<file path="src/rtl/rbm_pkg.sv">
package rbm_pkg;
  // Register write window: address with its low 4 bits masked off
  localparam logic [23:0] RBM_REG_BASE = 24'hA130F0;
endpackage

</file>
<file path="src/rtl/rbm_bank_regs.sv">
module rbm_bank_regs
  import rbm_pkg::*;
#(
  parameter int ADDR_W    = 24,
  parameter int BANK_W    = 8,
  parameter int NUM_SLOTS = 8
) (
  input  logic                               clk,
  input  logic                               rst,
  input  logic                               map_en,
  input  logic [BANK_W:0]                    rom_banks,
  input  logic                               wr_en,
  input  logic [ADDR_W-1:0]                  wr_addr,
  input  logic [BANK_W-1:0]                  wr_data,
  input  logic                               win_wr_en,
  input  logic [$clog2(NUM_SLOTS)-2:0]       win_wr_data,
  output logic [NUM_SLOTS-1:0][BANK_W-1:0]   bank_tbl,
  output logic [$clog2(NUM_SLOTS)-2:0]       win_q,
  output logic                               chg_pulse
);
  localparam int IDX_W = $clog2(NUM_SLOTS);
  localparam int WIN_W = IDX_W - 1;

  logic             in_win;
  logic [IDX_W-1:0] idx;
  logic             fits;
  logic             accept;
  logic             win_chg;

  always_comb begin
    in_win  = (wr_addr[ADDR_W-1:4] == RBM_REG_BASE[ADDR_W-1:4]);
    idx     = wr_addr[IDX_W:1];
    fits    = ({1'b0, wr_data} < rom_banks);
    accept  = map_en && wr_en && in_win && (idx != '0) && fits &&
              (bank_tbl[idx] != wr_data);
    win_chg = win_wr_en && (win_wr_data != win_q);
  end

  for (genvar i = 0; i < NUM_SLOTS; i++) begin : g_slot
    if (i == 0) begin : g_fixed
      assign bank_tbl[i] = '0;
    end else begin : g_reg
      always_ff @(posedge clk) begin
        if (rst || !map_en)
          bank_tbl[i] <= BANK_W'(i);
        else if (accept && (idx == IDX_W'(i)))
          bank_tbl[i] <= wr_data;
      end
    end
  end

  always_ff @(posedge clk) begin
    if (rst) begin
      win_q     <= '0;
      chg_pulse <= 1'b0;
    end else begin
      if (win_wr_en)
        win_q <= win_wr_data;
      chg_pulse <= accept || win_chg;
    end
  end

  // disabled mapper holds identity
  assert_identity_R1: assert property (@(posedge clk) disable iff (rst)
    !map_en |=> (bank_tbl[1] == BANK_W'(1)) && (bank_tbl[NUM_SLOTS-1] == BANK_W'(NUM_SLOTS-1)));
  // slot 0 writes change nothing
  assert_slot0_fixed_R3: assert property (@(posedge clk) disable iff (rst)
    (map_en && wr_en && in_win && idx == '0) |=> $stable(bank_tbl));
  // out-of-range values rejected
  assert_reject_oob_R4: assert property (@(posedge clk) disable iff (rst)
    (map_en && wr_en && !fits) |=> $stable(bank_tbl));
  // a good write lands in the decoded slot
  assert_write_lands_R2: assert property (@(posedge clk) disable iff (rst)
    (map_en && wr_en && in_win && idx != '0 && fits) |=>
      (bank_tbl[$past(idx)] == $past(wr_data)));
  // a pulse always has a write behind it
  assert_pulse_cause_R10: assert property (@(posedge clk) disable iff (rst)
    chg_pulse |-> $past(wr_en || win_wr_en));
endmodule

</file>
<file path="src/rtl/rbm_pri_xlate.sv">
module rbm_pri_xlate #(
  parameter int ADDR_W    = 24,
  parameter int BANK_W    = 8,
  parameter int SLOT_W    = 19,
  parameter int NUM_SLOTS = 8,
  parameter int PHYS_W    = BANK_W + SLOT_W
) (
  input  logic                             clk,
  input  logic                             rst,
  input  logic                             map_en,
  input  logic [BANK_W:0]                  rom_banks,
  input  logic [NUM_SLOTS-1:0][BANK_W-1:0] bank_tbl,
  input  logic                             req,
  input  logic [ADDR_W-1:0]                addr,
  input  logic                             word,
  output logic                             valid,
  output logic [PHYS_W-1:0]                phys
);
  localparam int IDX_W = $clog2(NUM_SLOTS);
  localparam int TOP_W = ADDR_W - SLOT_W;

  logic [IDX_W-1:0]  slot;
  logic [BANK_W-1:0] bank;
  logic [PHYS_W-1:0] phys_n;
  logic              ok;

  always_comb begin
    slot = addr[SLOT_W+IDX_W-1:SLOT_W];
    bank = bank_tbl[slot];
    if (map_en) begin
      phys_n = {bank, addr[SLOT_W-1:0]};
      ok     = (addr[ADDR_W-1:SLOT_W+IDX_W] == '0) && ({1'b0, bank} < rom_banks);
    end else begin
      phys_n = PHYS_W'(addr);
      ok     = ((BANK_W+1)'(addr[ADDR_W-1:SLOT_W]) < rom_banks);
    end
    if (word)
      phys_n[0] = 1'b0;
  end

  always_ff @(posedge clk) begin
    if (rst) begin
      valid <= 1'b0;
      phys  <= '0;
    end else begin
      valid <= req && ok;
      if (req)
        phys <= phys_n;
    end
  end

  // a valid result lies inside the ROM
  assert_pri_in_rom_R5: assert property (@(posedge clk) disable iff (rst)
    valid |-> ((BANK_W+1)'(phys[PHYS_W-1:SLOT_W]) < $past(rom_banks)));
  // no request, no valid
  assert_pri_idle_R5: assert property (@(posedge clk) disable iff (rst)
    !req |=> !valid);
  // word accesses come back even
  assert_pri_word_R9: assert property (@(posedge clk) disable iff (rst)
    (req && word) |=> !phys[0]);
  localparam int UNUSED_TOP = TOP_W;
endmodule

</file>
<file path="src/rtl/rbm_sec_xlate.sv">
module rbm_sec_xlate #(
  parameter int BANK_W    = 8,
  parameter int SLOT_W    = 19,
  parameter int NUM_SLOTS = 8,
  parameter int PHYS_W    = BANK_W + SLOT_W
) (
  input  logic                             clk,
  input  logic                             rst,
  input  logic                             map_en,
  input  logic [BANK_W:0]                  rom_banks,
  input  logic [NUM_SLOTS-1:0][BANK_W-1:0] bank_tbl,
  input  logic [$clog2(NUM_SLOTS)-2:0]     win,
  input  logic                             req,
  input  logic [SLOT_W:0]                  off,
  input  logic                             word,
  output logic                             valid,
  output logic [PHYS_W-1:0]                phys
);
  localparam int IDX_W = $clog2(NUM_SLOTS);
  localparam int LIN_W = IDX_W + SLOT_W;

  logic [IDX_W-1:0]  slot;
  logic [BANK_W-1:0] bank;
  logic [LIN_W-1:0]  lin;
  logic [PHYS_W-1:0] phys_n;
  logic              ok;

  always_comb begin
    slot = {win, off[SLOT_W]};
    bank = bank_tbl[slot];
    lin  = {win, off};
    if (map_en) begin
      phys_n = {bank, off[SLOT_W-1:0]};
      ok     = ({1'b0, bank} < rom_banks);
    end else begin
      phys_n = PHYS_W'(lin);
      ok     = ((BANK_W+1)'(slot) < rom_banks);
    end
    if (word)
      phys_n[0] = 1'b0;
  end

  always_ff @(posedge clk) begin
    if (rst) begin
      valid <= 1'b0;
      phys  <= '0;
    end else begin
      valid <= req && ok;
      if (req)
        phys <= phys_n;
    end
  end

  // a valid result lies inside the ROM
  assert_sec_in_rom_R7: assert property (@(posedge clk) disable iff (rst)
    valid |-> ((BANK_W+1)'(phys[PHYS_W-1:SLOT_W]) < $past(rom_banks)));
  // linear mode keeps the offset's low bits
  assert_sec_linear_R8: assert property (@(posedge clk) disable iff (rst)
    (req && !map_en && !word) |=> (phys[SLOT_W-1:0] == $past(off[SLOT_W-1:0])));
endmodule

</file>
<file path="src/rtl/rom_bank_mapper.sv">
module rom_bank_mapper #(
  parameter int ADDR_W    = 24,
  parameter int BANK_W    = 8,
  parameter int SLOT_W    = 19,
  parameter int NUM_SLOTS = 8,
  localparam int WIN_W    = $clog2(NUM_SLOTS) - 1,
  localparam int PHYS_W   = BANK_W + SLOT_W
) (
  input  logic              clk,
  input  logic              rst,
  input  logic              map_en,
  input  logic [BANK_W:0]   rom_banks,
  input  logic              wr_en,
  input  logic [ADDR_W-1:0] wr_addr,
  input  logic [BANK_W-1:0] wr_data,
  input  logic              win_wr_en,
  input  logic [WIN_W-1:0]  win_wr_data,
  input  logic              pri_req,
  input  logic [ADDR_W-1:0] pri_addr,
  input  logic              pri_word,
  output logic              pri_valid,
  output logic [PHYS_W-1:0] pri_phys,
  input  logic              sec_req,
  input  logic [SLOT_W:0]   sec_off,
  input  logic              sec_word,
  output logic              sec_valid,
  output logic [PHYS_W-1:0] sec_phys,
  output logic              chg_pulse
);
  logic [NUM_SLOTS-1:0][BANK_W-1:0] bank_tbl;
  logic [WIN_W-1:0]                 win_q;

  rbm_bank_regs #(.ADDR_W(ADDR_W), .BANK_W(BANK_W), .NUM_SLOTS(NUM_SLOTS)) u_regs (
    .clk(clk), .rst(rst), .map_en(map_en), .rom_banks(rom_banks),
    .wr_en(wr_en), .wr_addr(wr_addr), .wr_data(wr_data),
    .win_wr_en(win_wr_en), .win_wr_data(win_wr_data),
    .bank_tbl(bank_tbl), .win_q(win_q), .chg_pulse(chg_pulse)
  );

  rbm_pri_xlate #(.ADDR_W(ADDR_W), .BANK_W(BANK_W), .SLOT_W(SLOT_W),
                  .NUM_SLOTS(NUM_SLOTS), .PHYS_W(PHYS_W)) u_pri (
    .clk(clk), .rst(rst), .map_en(map_en), .rom_banks(rom_banks),
    .bank_tbl(bank_tbl), .req(pri_req), .addr(pri_addr), .word(pri_word),
    .valid(pri_valid), .phys(pri_phys)
  );

  rbm_sec_xlate #(.BANK_W(BANK_W), .SLOT_W(SLOT_W),
                  .NUM_SLOTS(NUM_SLOTS), .PHYS_W(PHYS_W)) u_sec (
    .clk(clk), .rst(rst), .map_en(map_en), .rom_banks(rom_banks),
    .bank_tbl(bank_tbl), .win(win_q), .req(sec_req), .off(sec_off), .word(sec_word),
    .valid(sec_valid), .phys(sec_phys)
  );
endmodule

</file>
<file path="config.mk">
export PLATFORM = sky130hd
export DESIGN_NAME = rom_bank_mapper
export DESIGN_NICKNAME = d
export VERILOG_FILES = /design/src/rtl/rbm_pkg.sv /design/src/rtl/rbm_bank_regs.sv /design/src/rtl/rbm_pri_xlate.sv /design/src/rtl/rbm_sec_xlate.sv /design/src/rtl/rom_bank_mapper.sv
export SDC_FILE = /design/constraint.sdc
export NUM_CORES = 1
export LEC_CHECK = 0
export ABC_AREA = 0
export BUFFER_PORTS_ARGS = -buffer_cell sky130_fd_sc_hd__buf_2
export CORE_MARGIN = 2
export CORE_UTILIZATION = 35
export DETAILED_ROUTE_END_ITERATION = 10
export GPL_TIMING_DRIVEN = 0
export PLACE_DENSITY_LB_ADDON = 0.2
export SYNTH_ARGS = -nofsm -noshare
export SYNTH_HDL_FRONTEND = slang
export SYNTH_SLANG_ARGS = --single-unit
</file>
<file path="constraint.sdc">
create_clock -name clk -period 2.9 [get_ports clk]
set_input_delay 0.29 -clock clk [delete_from_list [all_inputs] [get_ports clk]]
set_output_delay 0.29 -clock clk [all_outputs]
set_load 0.03 [all_outputs]
</file>
# Word level (Yosys, flattened, before mapping)
# Cells that the tools add are included.
# totals
reg_bits	115
out_inout_bits	57
word_cells	64
# classes
n_lt_le_gt_ge	8
n_eq_ne	10
n_mux	12
n_reduce_logical	21
# op_table
operator	n
8-bit binary-select mux with 3-bit select	3
27-bit two-way mux	2
8-bit by 9-bit less-than comparator with 1-bit output	3
8-bit two-way mux	3
20-bit equality test, second input constant	1
1-bit logical AND	16
3-bit equality test, second input constant	4
3-bit by 4-bit less-than comparator with 1-bit output, second input constant	3
3-bit by 9-bit less-than comparator with 1-bit output	1
5-bit by 9-bit less-than comparator with 1-bit output	1
8-bit != test	1
3-bit by 2-bit equality test with 1-bit output, second input constant	2
1-bit two-way mux	4
3-bit by 1-bit equality test with 1-bit output, second input constant	1
3-bit nonzero test	1
2-bit logical NOT	1
1-bit logical OR	2
2-bit != test	1
1-bit logical NOT	1

# Depth between registers and ports, before layout
# Gate-level depths: netlist of run 1.
# depth
depth_word	6
depth_mapped	12
mapped_depth_nobuf	10

# Cells and area by module
# A second synthesis of run 1 with hierarchy kept.
# unflattened
hier_cells	690
hier_area_um2	6901.6
# by_module_without_submodules
mod	n_inst	cells_per_inst	area_per_inst_um2	seq_area_each_um2
rbm_bank_regs	1	336	3213.1	1181.1
rbm_pri_xlate	1	182	1920.6	560.5
rbm_sec_xlate	1	172	1767.9	560.5

# Worst setup path before layout of run 1
# No wires, ideal clock.
# synth_timing
path_type	input port to flip-flop
start	input sec_off[19]
end	register u_sec.valid
setup_ps	59
arrival_ps	2592
setup_slack_ps	249
cell_stages	12
path_buffers	2
path_cell_list	clkbuf_1 buf_2 mux2_2 a221oi_1 a21oi_1 ha_1 a21oi_1 nor2b_1 o21ai_0 o2111ai_1 nor2_1 o31a_1
# synth_between
elab_chain_cells	5
# synth_rtl
element	line_no	rtl
from (decl)	rom_bank_mapper.sv:24	input logic [SLOT_W:0] sec_off,
8-bit binary-select mux with 3-bit select	rbm_sec_xlate.sv:30	bank = bank_tbl[slot];
8-bit two-way mux (implied by the code)	rbm_sec_xlate.sv:30	
8-bit by 9-bit less-than comparator with 1-bit output	rbm_sec_xlate.sv:34	ok = ({1'b0, bank} < rom_banks);
1-bit two-way mux *	rbm_sec_xlate.sv:32	if (map_en) begin
1-bit logical AND *	rbm_sec_xlate.sv:48	valid <= req && ok;
to (signal assigned)	rbm_sec_xlate.sv:48	
to (decl)	rbm_sec_xlate.sv:16	output logic valid,
# Every way passes the cells marked *; elsewhere a longest branch is shown, timed or not. The select of a mux whose other input is x is not followed.
# A chain may end at the register's enable or synchronous reset.

# Worst setup path in the final report of run 1
# layout_timing
start	input pri_addr[21]
end	register u_pri.valid
# layout_between
elab_chain_cells	6
# layout_rtl
element	line_no	rtl
from (decl)	rom_bank_mapper.sv:19	input logic [ADDR_W-1:0] pri_addr,
8-bit binary-select mux with 3-bit select	rbm_pri_xlate.sv:29	bank = bank_tbl[slot];
8-bit two-way mux (implied by the code)	rbm_pri_xlate.sv:29	
8-bit by 9-bit less-than comparator with 1-bit output	rbm_pri_xlate.sv:32	ok = (addr[ADDR_W-1:SLOT_W+IDX_W] == '0) && ({1'b0, bank} < rom_banks);
1-bit logical AND	rbm_pri_xlate.sv:32	
1-bit two-way mux *	rbm_pri_xlate.sv:30	if (map_en) begin
1-bit logical AND *	rbm_pri_xlate.sv:46	valid <= req && ok;
to (signal assigned)	rbm_pri_xlate.sv:46	
to (decl)	rbm_pri_xlate.sv:16	output logic valid,
# Marked as above.

==> results of run 1 <==
-- placed cells by master (no fill, tap or decap), types with 17 or more instances in the layout --
master,n
dfxtp_1,115
ha_1,27
buf_2,150
clkbuf_1,17
inv_1,29
clkbuf_16,17
mux2i_1,101
mux2_2,20
nand2_1,56
a21oi_1,31
nor2_1,64
-- layout make-up --
class | count | area [µm²] | share of cell area [%]
Timing Repair Buffer | 147 | 736 | 8.86
Inverter | 29 | 109 | 1.31
Tap cell | 234 | 293 | 3.53
Buffer | 49 | 332 | 3.99
Clock inverter | 15 | 195 | 2.35
Antenna cell | 1 | 2.50 | 0.0301
Clock buffer | 17 | 425 | 5.12
Multi-Input combinational cell | 480 | 3910 | 47.1
Sequential cell | 115 | 2300 | 27.7
-- cells by family (layout without fill, tap and decap cells) --
| group | after synthesis | in the layout | share of synthesized area (%) |
|---|---|---|---|
| compound gates | 106 | 106 | 11.2 |
| buf+inv | 79 | 257 | 6.59 |
| simple gates | 186 | 186 | 14.1 |
| xor+xnor | 2 | 2 | 0.264 |
| other cells | 0 | 1 | 0 |
| mux | 159 | 159 | 28.1 |
| flops | 115 | 115 | 34.6 |
| fa+ha+maj | 27 | 27 | 5.08 |
-- registers in the layout, indices dropped and copies added, names as in the netlist --
register,cells
u_regs.win_q,2
u_pri.valid,1
u_regs.chg_pulse,1
u_pri.phys,27
u_sec.valid,1
u_regs.bank_tbl,56
u_sec.phys,27
-- power by group through the flow --
stage	clock (W)	sequential, W	combinational (W)
after floorplan	0	0.00177	0.000319
after global placement	0	0.00168	0.000638
after detailed placement	0	0.00168	0.000642
after CTS	0.00228	0.00165	0.000645
after global routing	0.00234	0.00165	0.000698
final	0.00224	0.00164	0.000644
-- metal layers --
metal / track usage [%] / routed length, µm / vias up
li1: - / - / 2781
met2: 36.2 / 9990 / 218
met5: 0 / 0 / -
met1: 27.4 / 9270 / 2710
met4: 9.05 / 614 / 0
met3: 4.12 / 1490 / 44
-- cells in the mapped netlist (6+ instances only) --
cell        n
nand3_1    10
or3_1       9
nor2b_1     6
mux4_2     16
buf_1       8
nor2_1     64
mux2_1     16
buf_6      11
o21ai_0    15
a221oi_1   16
nand2b_1   14
a21oi_1    32
clkbuf_1   22
o22ai_1     8
inv_1      29
mux2_2     20
nand2_1    56
a211oi_1   10
ha_1       27
dfxtp_1   115
a221oi_2    6
mux2i_1   101
mux2_4      6
-- metrics by stage --
step / setup slack [ns] / util, %
2_1_floorplan: 0.249 / -
3_5_place_dp: -0.742 / 41.2
4_1_cts: 0.0862 / 44.5
5_1_grt: 0.0246 / 44.5
3_3_place_gp: -0.792 / 41.2
6_report: 0.0676 / 44.5
-- critical path, stage by stage --
cell and delay, ns:
buf_2 0.28, nor2b_1 0.17, clkbuf_1 0.47, a221oi_1 0.18, a21oi_1 0.37, ha_1 0.32, a21o_1 0.18, a21o_1 0.17
a21oi_1 0.18, a21boi_0 0.13, o2111ai_1 0.23, o2111a_1 0.21
-- path summary, 6_finish.rpt --
check	end	slack, ns	cells after the start
worst min-delay path	u_pri.phys[10]	0.1	3
worst max-delay path	u_pri.valid	0.07	12
worst min register to register	u_sec.phys[25]	0.47	2
worst max register to register	u_sec.valid	0.19	11
-- timing repair --
action / 4_1_cts / 5_1_grt
buffers inserted: 0 / 0
setup endpoints to repair: 2 / 1
resized for setup: 5 / 1
endpoints found under the hold margin: 0 / 0
==> results.cfg, run 1 <==
[power_and_ir_drop]
p_sw_share_pct = 28.4
seqPwrFrac_pct = 36.3
internal-power_w = 0.00324
vdd_drop_max_mv = 0.415
clock_power_share_pct = 49.5
p_per_area_nw_per_um2 = 546
comb_power_share_pct = 14.2
power_leakage_nw = 3.91
power.total_w = 0.00453
p_sw_w = 0.00129

[global_routing]
grt_pass1_vias = 5782
grt_max_degree = 17
antenna_found_initial = 0
grt_usage_pct = 21.7
grt_pass1_wl_um = 32900
overflow = 0

[layout]
design_area_um2 = 8300
final_cells = 1087
drive_gt1_share_pct = 30.5
layout.nets = 962
syn_to_final_growth_pct = 24.9
nFillCells = 1858

[logic_synthesis]
async_flop_share_pct = 0
synth.distinct_cells = 55
ys_ff_latch = 115
yosys_warnings = 0
syn_inst = 674
synth_edf_count = 0
netlist_area_um2 = 6650
synth.top_cell.area_share_pct = 34.6
ys.flop_type = dfxtp_1
synth_top_cell_by_area = dfxtp_1
synth.avg_cell_area_um2 = 9.86
yosys-top-cells-area = dfxtp_1 (35%), mux2i_1 (15%), mux4_2 (5.4%)
synth_seq_area_share_pct = 34.6
syn_nets = 797

[placement]
port_buffers = 147
place_inst = 1055
hpwl_um = 15500
routabilityCongestion = 0.846
placedInstanceArea_um2 = 7670

[clock_tree]
max-clock-path-buffers = 2
hold_buffers = 0
cts_buffers = 17
path_clk_slew_ns = 0.06
clock_sinks = 115
clockRootBuffer = clkbuf_16
htreeDepth = 4
cts_tree = done
clk_latency_ns = 0.43

[worst_setup_path]
cp-end-kind = flop
crit_type = in -> reg
startpoint_type = primary input
cp.arrival_ns = 3.20
path_max_fanout = 10
cp-startpoint = pri_addr[21]
timing.rr.start = u_regs.win_q[0]
crit_required_ns = 3.27

[sta]
holdWs_ns = 0.0995
rsz0062_at_grt = false
fin_setup_tns_ns = 0
slew_violations = 0
period_minus_slack_ns = 2.83
setup_viol_count_final = 0
max_slew_margin_pct = 30.6
hold_viol = 0
finClkSkew_ns = 0.00715
fin_crit_sh_pct = 97.7
clock.fmax_ghz = 0.353
tightest_slew_ns = 1.03

[floorplanning]
core_region_area_um2 = 18600
die_x_um = 142
initial_core_util_pct = 35.6
ios = 153
die-area_um2 = 20100
die_y_um = 142
rows = 50

[job]
maxCapViolCount = 0

[route]
drc = 0
drt-total-wl_um = 21400
num_vias = 5753
drtPass1Iterations = 6
detail_route.vias_per_cell = 5.29
drtAntennaViolNets = 0
wl_per_cell_um = 19.7
drtIter0Drc = 317

[worst_hold_path]
worstHoldStart = pri_addr[10]
worstHoldPathType = in -> reg

[outcome]
status = completed
(Power assumes the default switching activity.)
==> inputs of run 2 (changes only) <==
--- a/config.mk
+++ b/config.mk
@@ -8,10 +8,11 @@
 export ABC_AREA = 0
 export BUFFER_PORTS_ARGS = -buffer_cell sky130_fd_sc_hd__buf_2
 export CORE_MARGIN = 2
-export CORE_UTILIZATION = 35
+export CORE_UTILIZATION = 55
 export DETAILED_ROUTE_END_ITERATION = 10
 export GPL_TIMING_DRIVEN = 0
 export PLACE_DENSITY_LB_ADDON = 0.2
+export SLEW_MARGIN = 20
 export SYNTH_ARGS = -nofsm -noshare
 export SYNTH_HDL_FRONTEND = slang
 export SYNTH_SLANG_ARGS = --single-unit
==> constraint.sdc (replaced) <==
create_clock -name clk -period 2.9 [get_ports clk]
set_input_delay 0 -clock clk [delete_from_list [all_inputs] [get_ports clk]]
set_output_delay 0 -clock clk [all_outputs]
set_load 0.03 [all_outputs]
==> run 2 against run 1 <==
Against the previous run:
- wire length down 0.57%
- global-route usage increased by 12 points
- clock-buffer cell count grew 4
- sequential share of layout area is 1.0 points lower
- critical path depth up 1
- critical path type unchanged
- critical endpoint unchanged
==> results.cfg, run 2 (same netlist as run 1, synthesis figures left out) <==
[layout]
design_area_um2 = 8620
nFillCells = 866
layout.nets = 1014
area.sequential_um2 = 2300
regMostFlops = u_regs.bank_tbl
multi_input_area_um2 = 3910
largest_registers = u_regs.bank_tbl (56), u_pri.phys (27), u_sec.phys (27)
most-common-layout-cells = buf_2 (149), dfxtp_1 (115), mux2i_1 (101)
layout.cells.most_common = buf_2
largest_reg_flops = 56
drive_gt1_share_pct = 28.2
fin_util_pct = 72.4
final_cells = 1051
diodes = 0
syn_to_final_growth_pct = 29.7

[worst_setup_path]
ff2ff_setup_slack_ns = 0.17
cp.arrival_ns = 3.22
path_max_fanout = 9
startpoint_type = primary input
rr_endpoint = u_sec.valid
critPathSlowestCell = clkbuf_1
timing.rr.start = u_regs.win_q[0]
cp-end-kind = flop
crit_required_ns = 3.26
crit_chain = buf_2 > clkbuf_1 > nor2b_1 > clkbuf_1 > a221oi_1 > a21oi_1 > ha_1 > a21o_1 > a21o_1 > a21oi_1 > a21boi_0 > o2111ai_1 > o2111a_1
max_stage_delay_ns = 0.51
crit_type = in -> reg
rr_worst_depth = 11

[route]
num_vias = 6300
wl_per_cell_um = 20.2
detail_route.vias_per_cell = 5.99
drtAntennaViolNets = 0
drc = 0
drtIter0Drc = 588
drtPass1Iterations = 5
drt-total-wl_um = 21200

[floorplanning]
initial_core_util_pct = 55.8
core_region_area_um2 = 11900
die_y_um = 114
die_x_um = 114
die-area_um2 = 13000
rows = 40
ios = 153

[global_routing]
grt_max_degree = 17
overflow = 0
grt_pass1_wl_um = 33400
antenna_found_initial = 0
grt_usage_pct = 33.4
grt_pass1_vias = 6431

[clock_tree]
clk_latency_ns = 0.43
cts_tree = done
max-clock-path-buffers = 2
htreeDepth = 4
cts_buffers = 17
clockRootBuffer = clkbuf_16
path_clk_slew_ns = 0.05
post_cts_buffers = 0
clock_sinks = 115

[placement]
port_buffers = 147
hpwl_um = 14800
placedInstanceArea_um2 = 7560
place_inst = 968
routabilityCongestion = 0.949

[sta]
fin_setup_tns_ns = 0
fin_crit_sh_pct = 98.5
clock.fmax_ghz = 0.350
rsz0062_at_grt = false
tightest_slew_ns = 0.958
period_minus_slack_ns = 2.86
finClkSkew_ns = 0.00774
slew_violations = 0
setup_viol_count_final = 0
max_slew_margin_pct = 35.7
hold_viol = 0

[power_and_ir_drop]
seqPwrFrac_pct = 38.5
p_per_area_nw_per_um2 = 497
p_sw_w = 0.00119
internal-power_w = 0.00310
comb_power_share_pct = 16.4
vdd_drop_max_mv = 0.302
power.total_w = 0.00428
p_sw_share_pct = 27.7
power_leakage_nw = 4.09
clock_power_share_pct = 45.1

[worst_hold_path]
worstHoldStart = pri_req
whs_path_depth = 3
worstHoldPathType = in -> reg
min_to = u_pri.phys[23]

[job]
maxCapViolCount = 0

[outcome]
status = completed
## run 2: power by group through the flow
stage | combinational, W | sequential, W | clock [W]
after CTS | 0.000689 | 0.00165 | 0.00193
after floorplan | 0.000319 | 0.00177 | 0
after global routing | 0.000752 | 0.00165 | 0.00201
after global placement | 0.000618 | 0.00168 | 0
final | 0.000702 | 0.00165 | 0.00193
after detailed placement | 0.000632 | 0.00168 | 0
## run 2: per-layer routing
metal  wire length (µm)  up-vias  global-route usage (%)
li1                   -     2897                       -
met1               8200     2965                    38.6
met2              10300      362                    57.0
met3               1800       76                    7.86
met4                930        0                    18.4
met5                  0        -                       0
## run 2: critical path, delay by kind of cell
family | cells | cell delay, ns
simple gates | 1 | 0.20
compound gates | 8 | 1.66
buf+inv | 3 | 1.02
fa+ha+maj | 1 | 0.33
## run 2: worst max-delay path by stage
stage | from | endpoint | slack, ns | cells after the start
detailed placement | pri_addr[21] | u_pri.valid | -0.34 | 13
floorplan | sec_off[19] | u_sec.valid | 0.54 | 12
CTS | pri_addr[21] | u_pri.valid | 0.05 | 13
global route | pri_addr[21] | u_pri.valid | 0.01 | 13
finish | pri_addr[21] | u_pri.valid | 0.04 | 13
global placement | pri_addr[21] | u_pri.valid | -0.33 | 13
## run 2: cell type report
type / instances / share of cell area (%)
well taps: 147 / 2.13
flip-flops and latches: 115 / 26.7
inverters: 29 / 1.26
multi-input cells: 480 / 45.3
repair buffers: 198 / 14.5
plain buffers: 50 / 3.88
clock inverters: 11 / 1.02
clock buffers: 21 / 5.23
## run 2: what timing repair did
action / 4_1_cts / 5_1_grt
hold endpoints to repair: 64 / 0
hold buffers: 51 / 0
gates resized for setup: 2 / 3
endpoints found under the setup margin: 1 / 2
## run 2: metrics by stage
stage / worst slack (ns) / hold WS [ns]
CTS: 0.0498 / 0.0393
detailed placement: -0.339 / 0.242
global placement: -0.331 / 0.235
finish: 0.0445 / 0.0406
floorplan: 0.539 / 0.147
global route: 0.0109 / 0.0757
==> inputs of run 3 (changes only) <==
--- a/config.mk
+++ b/config.mk
@@ -7,6 +7,7 @@
 export LEC_CHECK = 0
 export ABC_AREA = 0
 export BUFFER_PORTS_ARGS = -buffer_cell sky130_fd_sc_hd__buf_2
+export CORE_ASPECT_RATIO = 0.7
 export CORE_MARGIN = 2
 export CORE_UTILIZATION = 55
 export DETAILED_ROUTE_END_ITERATION = 10
==> run 3 against run 2 <==
Against the previous run:
- the run now ends with setup timing left
- critical endpoint is now u_sec.valid
- global-route usage is 2.7 points higher
- setup slack worse by 0.075 ns
- clock skew is 0.0060 ns higher
- register-to-register slack worse by 0.20 ns
- die area is 0.10% higher
- worst hold slack worse by 0.033 ns
==> results.cfg, run 3 (same netlist as run 1, synthesis figures left out) <==
[outcome]
status = complete, but fails checks
violations = setup timing

[layout]
most-common-layout-cells = buf_2 (150), dfxtp_1 (115), mux2i_1 (101)
final_cells = 1063
drive_gt1_share_pct = 28.9
diodes = 0
fin_util_pct = 75.1
largest_registers = u_regs.bank_tbl (56), u_pri.phys (27), u_sec.phys (27)
largest_reg_flops = 56
regMostFlops = u_regs.bank_tbl
nFillCells = 783
layout.cells.most_common = buf_2
layout.nets = 1016
syn_to_final_growth_pct = 32.6

[power_and_ir_drop]
comb_power_share_pct = 15.0
clock_power_share_pct = 51.1
power_leakage_nw = 4.17
seqPwrFrac_pct = 33.9
p_sw_w = 0.00131
p_per_area_nw_per_um2 = 553
vdd_drop_max_mv = 0.554
p_sw_share_pct = 26.9
internal-power_w = 0.00356
power.total_w = 0.00487

[worst_setup_path]
startpoint_type = flop
path_max_fanout = 10
crit_required_ns = 3.26
crit_top_cell = clkbuf_2
worst-path-buf-inv = 2
cp.arrival_ns = 3.29
cp_top_family = compound AO/OA/AOI/OAI gates
cp-end-kind = flop
critPathSlowestCell = clkbuf_2
crit_chain = clkbuf_2 > clkbuf_2 > a221oi_1 > a21oi_2 > ha_1 > a21oi_1 > nor2b_1 > o21ai_0 > o2111ai_1 > nor2_1 > o31a_1
crit_type = reg -> reg
max_stage_delay_ns = 0.39

[sta]
finClkSkew_ns = 0.0138
max_slew_margin_pct = 26.7
slew_violations = 0
holdWs_ns = 0.00755
fin_crit_sh_pct = 101
worst_slack_ns = -0.0307
tightest_slew_ns = 1.09
hold_viol = 0
period_minus_slack_ns = 2.93
setup_viol_count_final = 1
rsz0062_at_grt = false
clock.fmax_ghz = 0.341

[clock_tree]
max-clock-path-buffers = 2
cts_buffers = 17
path_clk_slew_ns = 0.06
cts_tree = done
clk_latency_ns = 0.42
clock_sinks = 115
clockRootBuffer = clkbuf_16
htreeDepth = 4

[placement]
place_ws_ns = -0.417
hpwl_um = 15600
port_buffers = 147
routabilityCongestion = 0.961
place_inst = 978

[floorplanning]
ios = 153
die-area_um2 = 13000
die_y_um = 96.0
die_x_um = 135
core_region_area_um2 = 11700
rows = 33
initial_core_util_pct = 56.7

[route]
wl_per_cell_um = 22.3
drtIter0Drc = 790
drtAntennaViolNets = 0
drc = 0
drtPass1Iterations = 9
num_vias = 6618
drt-total-wl_um = 23700
detail_route.vias_per_cell = 6.23

[worst_hold_path]
worstHoldPathType = in -> reg

[global_routing]
grt_use_met1_pct = 44.2
use_met3_pct = 10.9
grt_usage_pct = 36.1
grtUsageMet2_pct = 58.7
grt_pass1_vias = 6689
grt_pass1_wl_um = 35400
gr-max-usage-layer = met2
grt_max_degree = 17
overflow = 0
antenna_found_initial = 1

[job]
maxCapViolCount = 0
==> run 3: metal layers <==
metal | routed length (µm) | share of wire, %
met3 | 2830 | 12
met4 | 939 | 4.0
met2 | 10900 | 46
met1 | 9020 | 38
met5 | 8 | 0.034
==> run 3: worst reg2reg max path, delay by kind of cell, from the launching register on <==
kind	cells	cell delay (ns)
buf+inv	2	0.74
simple gates	2	0.25
compound gates	6	1.21
flops	1	0.36
fa+ha+maj	1	0.31
==> run 3: power groups by stage <==
stage | Sequential, W | Clock [W] | Combinational, W
after floorplan | 0.00177 | 0 | 0.000319
after global placement | 0.00168 | 0 | 0.000618
after detailed placement | 0.00168 | 0 | 0.000639
after CTS | 0.00165 | 0.00246 | 0.000701
after global routing | 0.00165 | 0.00255 | 0.000765
final | 0.00165 | 0.00249 | 0.000728
==> run 3: final cells by class <==
type,instances,area [µm²],area share (%)
clock buffers,18,439,4.99
repair buffers,201,1270,14.4
well taps,157,196,2.23
multi-input cells,480,3910,44.4
flip-flops and latches,115,2300,26.1
plain buffers,49,337,3.82
clock inverters,14,248,2.81
inverters,29,109,1.24
==> run 3: what timing repair did <==
item	in CTS	in global routing
resized for setup	4	3
hold buffers	51	0
hold endpoints to repair	52	0
buffers inserted	0	3
setup endpoints to repair	2	6
pin swaps	0	1
==> run 3: final timing paths <==
path / startpoint / to / slack (ns) / cells after the start
setup / recovery: u_regs.win_q[0] / u_sec.valid / -0.03 / 11
hold reg to reg: u_sec.phys[26] / u_sec.phys[26] / 0.47 / 2
setup reg to reg: u_regs.win_q[0] / u_sec.valid / -0.03 / 11
hold / removal: win_wr_en / u_regs.chg_pulse / 0.008 / 4
==> run 3: stage by stage <==
stage                     TNS (ns)  area [µm²]
final                      -0.0307        8810
after global placement      -0.520        7580
after detailed placement    -0.728        7580
after CTS                        0        8780
after floorplan                  0        6650
after global routing             0        8810
